===== src/rtl/pcc_pkg.sv =====
package pcc_pkg;

  typedef enum logic [2:0] {
    M_SLEEP      = 3'd0,
    M_DOZE       = 3'd1,
    M_SLOW       = 3'd2,
    M_NORMAL     = 3'd3,
    M_XTAL_UP    = 3'd4,
    M_PLL_UP     = 3'd5,
    M_LEAVE_PLL  = 3'd6,
    M_LEAVE_XTAL = 3'd7
  } pmode_e;

  typedef enum logic [1:0] {
    SRC_LOSC = 2'd0,
    SRC_XTAL = 2'd1,
    SRC_PLL  = 2'd2
  } clksrc_e;

  typedef struct packed {
    pmode_e  mode;
    clksrc_e sel;
    logic    xtal_en;
    logic    pll_en;
  } ctl_t;

  localparam int NUM_SRC = 2;  // startup timers: 0 crystal, 1 PLL

endpackage


===== src/rtl/pcc_startup_timer.sv =====
module pcc_startup_timer #(
  parameter int CNT_W = 16
) (
  input  logic             clk,
  input  logic             rst,
  input  logic             run,
  input  logic             ready,
  input  logic [CNT_W-1:0] limit,
  output logic             done
);

  localparam logic [CNT_W-1:0] CNT_MAX = '1;

  logic [CNT_W-1:0] cnt;

  // Cleared while not running, so the first running cycle sees zero.
  always_ff @(posedge clk) begin
    if (rst || !run) begin
      cnt <= '0;
    end else if (cnt != CNT_MAX) begin
      cnt <= cnt + 1'b1;
    end
  end

  assign done = run && (ready || (cnt >= limit));

endmodule


===== src/rtl/pcc_fsm.sv =====
module pcc_fsm
  import pcc_pkg::*;
(
  input  logic clk,
  input  logic rst,
  input  logic req_slow,
  input  logic req_normal,
  input  logic cpu_wfi,
  input  logic wake_irq,
  input  logic xtal_done,
  input  logic pll_done,
  output ctl_t ctl
);

  localparam ctl_t CTL_RESET = '{mode: M_DOZE, sel: SRC_LOSC, xtal_en: 1'b0, pll_en: 1'b0};

  ctl_t nxt;

  always_comb begin
    nxt = ctl;
    unique case (ctl.mode)
      M_SLEEP: begin
        if (wake_irq) nxt.mode = M_DOZE;
      end
      M_DOZE: begin
        if (req_slow || req_normal) begin
          nxt.mode    = M_XTAL_UP;
          nxt.xtal_en = 1'b1;
        end else if (cpu_wfi) begin
          nxt.mode = M_SLEEP;
        end
      end
      M_XTAL_UP: begin
        if (ctl.sel == SRC_XTAL) nxt.mode = M_SLOW;
        else if (xtal_done)      nxt.sel  = SRC_XTAL;
      end
      M_SLOW: begin
        if (req_normal) begin
          nxt.mode   = M_PLL_UP;
          nxt.pll_en = 1'b1;
        end else if (!req_slow) begin
          nxt.mode = M_LEAVE_XTAL;
        end
      end
      M_PLL_UP: begin
        if (ctl.sel == SRC_PLL) nxt.mode = M_NORMAL;
        else if (pll_done)      nxt.sel  = SRC_PLL;
      end
      M_NORMAL: begin
        if (!req_normal) nxt.mode = M_LEAVE_PLL;
      end
      M_LEAVE_PLL: begin
        if (ctl.sel == SRC_PLL) begin
          nxt.sel = SRC_XTAL;
        end else begin
          nxt.pll_en = 1'b0;
          nxt.mode   = M_SLOW;
        end
      end
      M_LEAVE_XTAL: begin
        if (ctl.sel == SRC_XTAL) begin
          nxt.sel = SRC_LOSC;
        end else begin
          nxt.xtal_en = 1'b0;
          nxt.mode    = M_DOZE;
        end
      end
      default: nxt = CTL_RESET;
    endcase
  end

  always_ff @(posedge clk) begin
    if (rst) ctl <= CTL_RESET;
    else     ctl <= nxt;
  end

endmodule


===== src/rtl/pwr_clk_ctrl.sv =====
module pwr_clk_ctrl
  import pcc_pkg::*;
#(
  parameter int CNT_W = 16
) (
  input  logic             clk,
  input  logic             rst,
  input  logic             req_slow,
  input  logic             req_normal,
  input  logic             cpu_wfi,
  input  logic             wake_irq,
  input  logic             xtal_ready,
  input  logic             pll_lock,
  input  logic [CNT_W-1:0] cfg_xtal_cnt,
  input  logic [CNT_W-1:0] cfg_pll_cnt,
  output logic [1:0]       clk_sel_o,
  output logic             xtal_en_o,
  output logic             pll_en_o,
  output logic [2:0]       mode_o
);

  ctl_t                          ctl;
  logic [NUM_SRC-1:0]            t_run;
  logic [NUM_SRC-1:0]            t_rdy;
  logic [NUM_SRC-1:0]            t_done;
  logic [NUM_SRC-1:0][CNT_W-1:0] t_lim;

  assign t_run = {ctl.mode == M_PLL_UP, ctl.mode == M_XTAL_UP};
  assign t_rdy = {pll_lock, xtal_ready};
  assign t_lim = {cfg_pll_cnt, cfg_xtal_cnt};

  for (genvar g = 0; g < NUM_SRC; g++) begin : g_timer
    pcc_startup_timer #(.CNT_W(CNT_W)) u_timer (
      .clk   (clk),
      .rst   (rst),
      .run   (t_run[g]),
      .ready (t_rdy[g]),
      .limit (t_lim[g]),
      .done  (t_done[g])
    );
  end

  pcc_fsm u_fsm (
    .clk        (clk),
    .rst        (rst),
    .req_slow   (req_slow),
    .req_normal (req_normal),
    .cpu_wfi    (cpu_wfi),
    .wake_irq   (wake_irq),
    .xtal_done  (t_done[0]),
    .pll_done   (t_done[1]),
    .ctl        (ctl)
  );

  assign clk_sel_o = ctl.sel;
  assign xtal_en_o = ctl.xtal_en;
  assign pll_en_o  = ctl.pll_en;
  assign mode_o    = ctl.mode;

endmodule


===== config.mk =====
export PLATFORM = sky130hd
export DESIGN_NAME = pwr_clk_ctrl
export DESIGN_NICKNAME = d
export VERILOG_FILES = /design/src/rtl/pcc_pkg.sv /design/src/rtl/pcc_startup_timer.sv /design/src/rtl/pcc_fsm.sv /design/src/rtl/pwr_clk_ctrl.sv
export SDC_FILE = /design/constraint.sdc
export NUM_CORES = 1
export LEC_CHECK = 0
export BUFFER_PORTS_ARGS = -buffer_cell sky130_fd_sc_hd__buf_2
export CORE_AREA = 2 2 73 75
export CTS_BUF_LIST = sky130_fd_sc_hd__clkbuf_4 sky130_fd_sc_hd__clkbuf_8 sky130_fd_sc_hd__clkbuf_16
export DETAILED_ROUTE_END_ITERATION = 8
export DIE_AREA = 0 0 75 77
export PLACE_DENSITY = 0.75
export SETUP_SLACK_MARGIN = 0.02
export SLEW_MARGIN = 20
export SYNTH_ARGS = -nofsm -noshare
export SYNTH_HDL_FRONTEND = slang
export SYNTH_SLANG_ARGS = --single-unit

===== constraint.sdc =====
create_clock -name clk -period 2.75 [get_ports clk]
set_clock_uncertainty 0.1 [all_clocks]
set_input_delay 0.275 -clock clk [delete_from_list [all_inputs] [get_ports clk]]
set_output_delay 0.275 -clock clk [all_outputs]
set_load 0.01 [all_outputs]

Yosys cells after proc, flatten, opt, wreduce, memory -nomap -nowiden
Cells that the tools add are included.

storage, ports and cells
  ROM bits = 0
  word-level logic and storage cells = 78
  latch bits = 0
  bits in registers = 39
  RAM bits = 0
  memories kept = 0

cells by class
  divide/modulo/power cells = 0
  $mul = 0
  muxes and demuxes = 24
  shift-type cells = 0
  $add $sub $neg = 2
  magnitude comparators = 2
  eq/ne operators = 27
  bitwise operators = 0
  reduce and logical (&&, ||, !) cells = 17

operator list
  cell                                                                     number
  16-bit by 1-bit adder with 16-bit output, second input constant          2
  16-bit greater-or-equal comparator                                       2
  16-bit inequality test, second input constant                            2
  3-bit 2-to-1 mux                                                         10
  3-bit case mux with 8 select lines                                       1
  2-bit inequality test, second input constant                             9
  3-bit equality test, second input constant                               4
  2-bit 2-to-1 mux                                                         6
  2-bit by 1-bit inequality test with 1-bit output, second input constant  5
  2-bit case mux with 4 select lines                                       1
  8-bit AND reduction                                                      1
  7-bit AND reduction                                                      1
  3-bit by 2-bit equality test with 1-bit output, second input constant    2
  3-bit AND reduction                                                      2
  1-bit logical OR                                                         5
  1-bit 2-to-1 mux                                                         4
  1-bit case mux with 2 select lines                                       2
  2-bit nonzero test                                                       2
  4-bit nonzero test                                                       1
  3-bit by 1-bit equality test with 1-bit output, second input constant    1
  3-bit zero test                                                          1
  3-bit by 2-bit inequality test with 1-bit output, second input constant  1
  3-bit inequality test, second input constant                             1
  2-bit by 1-bit equality test with 1-bit output, second input constant    1
  3 further kinds                                                          5

Longest topological paths before layout
  depth after elaboration = 6
  mapped depth = 8

Hierarchy
From an unflattened synthesis, not the netlist that was laid out.

unflattened totals
  cells, all modules = 375
  area total of the unflattened synthesis = 2956.6 sq um

modules (own cells, without submodules)
  module             area each (sq um)  times used  cells an instance
  pcc_startup_timer  1218.7             2           156
  pcc_fsm            498.0              1           61
  pwr_clk_ctrl       21.3               1           2

Worst setup path after synthesis
OpenSTA, ideal clock, no wires.

  kind = register -> register
  start = reg g_timer[0].u_timer.cnt[2]
  end = reg, netlist name u_fsm.ctl[3]
  clock period less this slack = 1.902 ns
  path buffers = 0
  setup time = 0.074 ns
  required time = 2.576 ns
  path slack = 0.848 ns
  arrival time = 1.728 ns
  cell stages (with the launch flop) = 8
  path through = dfxtp_1 ha_1 o21a_1 o21ai_0 a21oi_1 o21a_1 o41ai_1 mux2i_1

between the ends
  longest elaborated chain between the ends = 5

RTL lines
  element                                 RTL line                 source
  start: declaration                      pcc_startup_timer.sv:14  logic [CNT_W-1:0] cnt;
  start signal: assignment                pcc_startup_timer.sv:21  cnt <= cnt + 1'b1;
  16-bit greater-or-equal comparator      pcc_startup_timer.sv:25  assign done = run && (ready || (cnt >= limit));
  1-bit logical OR                        pcc_startup_timer.sv:25
  1-bit logical AND                       pcc_startup_timer.sv:25
  2-bit inequality test (no source line)  -
  7-bit AND reduction (no source line)    -

Every way passes these cells.
A chain may end at the register's enable or synchronous reset.

Worst setup path after layout
  start = reg g_timer[1].u_timer.cnt[15]
  end = reg, netlist name u_fsm.ctl[2]

between the ends
  longest elaborated chain between the ends = 5

RTL lines
  element                                 RTL line
  start: declaration                      pcc_startup_timer.sv:14
  start signal: assignment                pcc_startup_timer.sv:21
  16-bit greater-or-equal comparator      pcc_startup_timer.sv:25
  1-bit logical OR                        pcc_startup_timer.sv:25
  1-bit logical AND                       pcc_startup_timer.sv:25
  2-bit inequality test (no source line)  -
  7-bit AND reduction (no source line)    -

Every way passes these cells.

==> flow_metrics.tcl <==
set metrics [dict create \
    status "finished clean" \
    finalWorstSetupSlack_ps 537 \
    clk_pin_slew_ps 80 \
    crit_fanout 6 \
    detailed_place_hpwl_um 4200 \
    cts_tree "yes" \
    final_antenna_net_count 0 \
    cts_max_level 2 \
    end_kind "flip-flop" \
    viasPerCell 5.32 \
    wl_per_cell_um 12.1 \
    rsz0062_at_grt "no" \
    io_buffers 46 \
    dieArea_um2 5780 \
    area_growth_pct 14.4 \
    drt_iter0_markers 177 \
    maxSlewViolCount 0 \
    grt_start_max_net_pins 20 \
    setup_tns_ps 0 \
    yosys.area.top_type "dfxtp_1" \
    ys_types 46 \
    yosys-top-cells-count "dfxtp_1 (39), inv_1 (39), nor2_1 (39), ha_1 (34), a21oi_1 (20)" \
    drt_pass1_iterations 4 \
    ctsHoldBuffers 0 \
    drt_wl_total_um 5420 \
    place.gp.congestion 0.821 \
    post_dp_cell_area_um2 2930 \
    critPathArrivalTime_ps 2320 \
    period_minus_slack_ps 2210 \
    grt_overflow 0 \
    cp_cell_sequence "ha_1, nand4_1, nor3_1, o311ai_0, a41oi_1, o41ai_1, a221oi_1" \
    grt_use_total 0.200 \
    netlist_instances 328 \
    initial_core_util 0.530 \
    synth_top_area_frac 0.296 \
    syn_nets 402 \
    post_cts_buffers 0 \
    dp_slack_ps 528 \
    syn_avg_cell_area_um2 8.04 \
    cts.repair.resized 0 \
    die_x_um 75 \
    synth_seq_cells 39 \
    synthFlopType "dfxtp_1" \
    cts_root_buf "clkbuf_8" \
    numCtsBuffers 5 \
    hp-class "input port to flip-flop" \
    remaining_drc_errors 0 \
    yosys_warnings 0 \
    cts_sinks 39 \
    cp.required_ps 2860 \
    grt_pass1_vias 2151 \
    nets 449 \
    crit_family "compound AO/OA/AOI/OAI gates" \
    max-cap-violations 0 \
    period_share 0.805 \
    num_vias 2374 \
    finalHoldViolCount 0 \
    p_leak_nw 1.40 \
    clk_latency_ps 290 \
    antennaDiodeCount 0 \
    syn-cell-area_um2 2640 \
    fillers 472 \
    setup_viol 0 \
    critPathSlowestCell "dfxtp_1" \
    powerDensity_nw_per_um2 458 \
    fmaxAchievable_mhz 452 \
    synth.area.top_cells "dfxtp_1 (30%), ha_1 (16%), inv_1 (5.6%), nor2_1 (5.6%), a21oi_1 (3.8%)" \
    final_area_um2 3020 \
    drive_gt1_frac 0.162 \
    core.rowCount 26 \
    grt_antenna_before_repair 0 \
    grt_pass1_wl_um 9180 \
    tightest_slew_ps 696 \
    dieHeight_um 77 \
    core_um2 4980 \
    crit_buf_inv 0 \
    slew_headroom 0.534 \
    io_pins 47 \
    synth_edf_count 0 \
    synthArstFlopShare 0 \
    ys_seq_area_frac 0.296 \
    crit_path_start_kind "flip-flop" \
    critPathMaxStageDelay_ps 370 \
    path_class "flip-flop to flip-flop" \
    cts_buffer_depth 2 \
    ir_worst_vdd_mv 0.222 \
]
-- state kept, by name (all words and copies together) (netlist names) --
register             count
g_timer.u_timer.cnt     32
u_fsm.ctl                7
-- final cells by class --
| cell class | count | area, um^2 | area share |
|---|---|---|---|
| well taps | 70 | 87.6 | 0.0290 |
| clock buffers | 5 | 68.8 | 0.0228 |
| clock inverters | 3 | 15.0 | 0.00498 |
| inverters | 39 | 146 | 0.0485 |
| multi-input cells | 243 | 1680 | 0.557 |
| repair buffers | 47 | 238 | 0.0788 |
| flip-flops and latches | 39 | 781 | 0.259 |
-- report_power, final --
| part | switching [mW] | leakage, nW | internal, mW |
|---|---|---|---|
| sequential | 0.0735 | 0.315 | 0.599 |
| combinational | 0.177 | 1.03 | 0.151 |
| clock | 0.208 | 0.0477 | 0.174 |
| total | 0.459 | 1.40 | 0.924 |
-- per-layer routing --
metal	global-route usage	share of wire
met1	0.263	0.47
met2	0.324	0.47
met3	0.0394	0.049
met4	0.0625	0.011
met5	0	0
-- cell families (layout without fill, tap and decap cells) --
logic type / count (synthesis) / after routing / share of synthesized area
simple gates: 123 / 123 / 0.244
compound gates: 59 / 59 / 0.138
buf+inv: 46 / 94 / 0.0664
flops: 39 / 39 / 0.296
fa+ha+maj: 34 / 34 / 0.161
xor+xnor: 18 / 18 / 0.0598
mux: 9 / 9 / 0.0346
-- path summary, 6_finish.rpt --
| check | cells past startpoint | slack (ps) | endpoint | start |
|---|---|---|---|---|
| setup / recovery | 7 | 540 | u_fsm.ctl[2] | g_timer[1].u_timer.cnt[15] |
| hold / removal | 2 | 140 | u_fsm.ctl[1] | rst |
| setup reg to reg | 7 | 540 | u_fsm.ctl[2] | g_timer[1].u_timer.cnt[15] |
| hold reg to reg | 2 | 400 | u_fsm.ctl[1] | u_fsm.ctl[1] |
-- through the flow --
| step | std cells | hold slack, ps | power (mW) | util |
|---|---|---|---|---|
| 5_1_grt | 446 | 150 | 1.48 | 0.606 |
| 3_3_place_gp | 438 | 381 | 1.01 | 0.589 |
| 3_5_place_dp | 438 | 389 | 1.01 | 0.589 |
| 6_report | 446 | 144 | 1.38 | 0.606 |
| 4_1_cts | 446 | 136 | 1.40 | 0.606 |
| 2_1_floorplan | 328 | 244 | 0.908 | - |
-- layout by cell type, fill, tap and decap left out, types with 2 or more instances in the layout --
master	count
o211ai_1	2
a21o_1	2
and3_1	5
nor3_1	16
clkbuf_8	5
xnor2_1	10
o21a_1	2
nand3_1	15
nand4_1	10
nand2b_1	4
nor3b_1	2
mux2i_1	8
o21ai_0	13
nor2_1	39
a21oi_1	20
and2_1	2
dfxtp_1	39
nand2_1	17
clkinv_2	3
ha_1	34
a31oi_1	5
a211oi_1	4
buf_2	46
a311oi_1	2
or3_1	2
nor4_1	2
inv_1	39
xor2_1	8
Note: power is estimated with default switching activity, not from simulation.
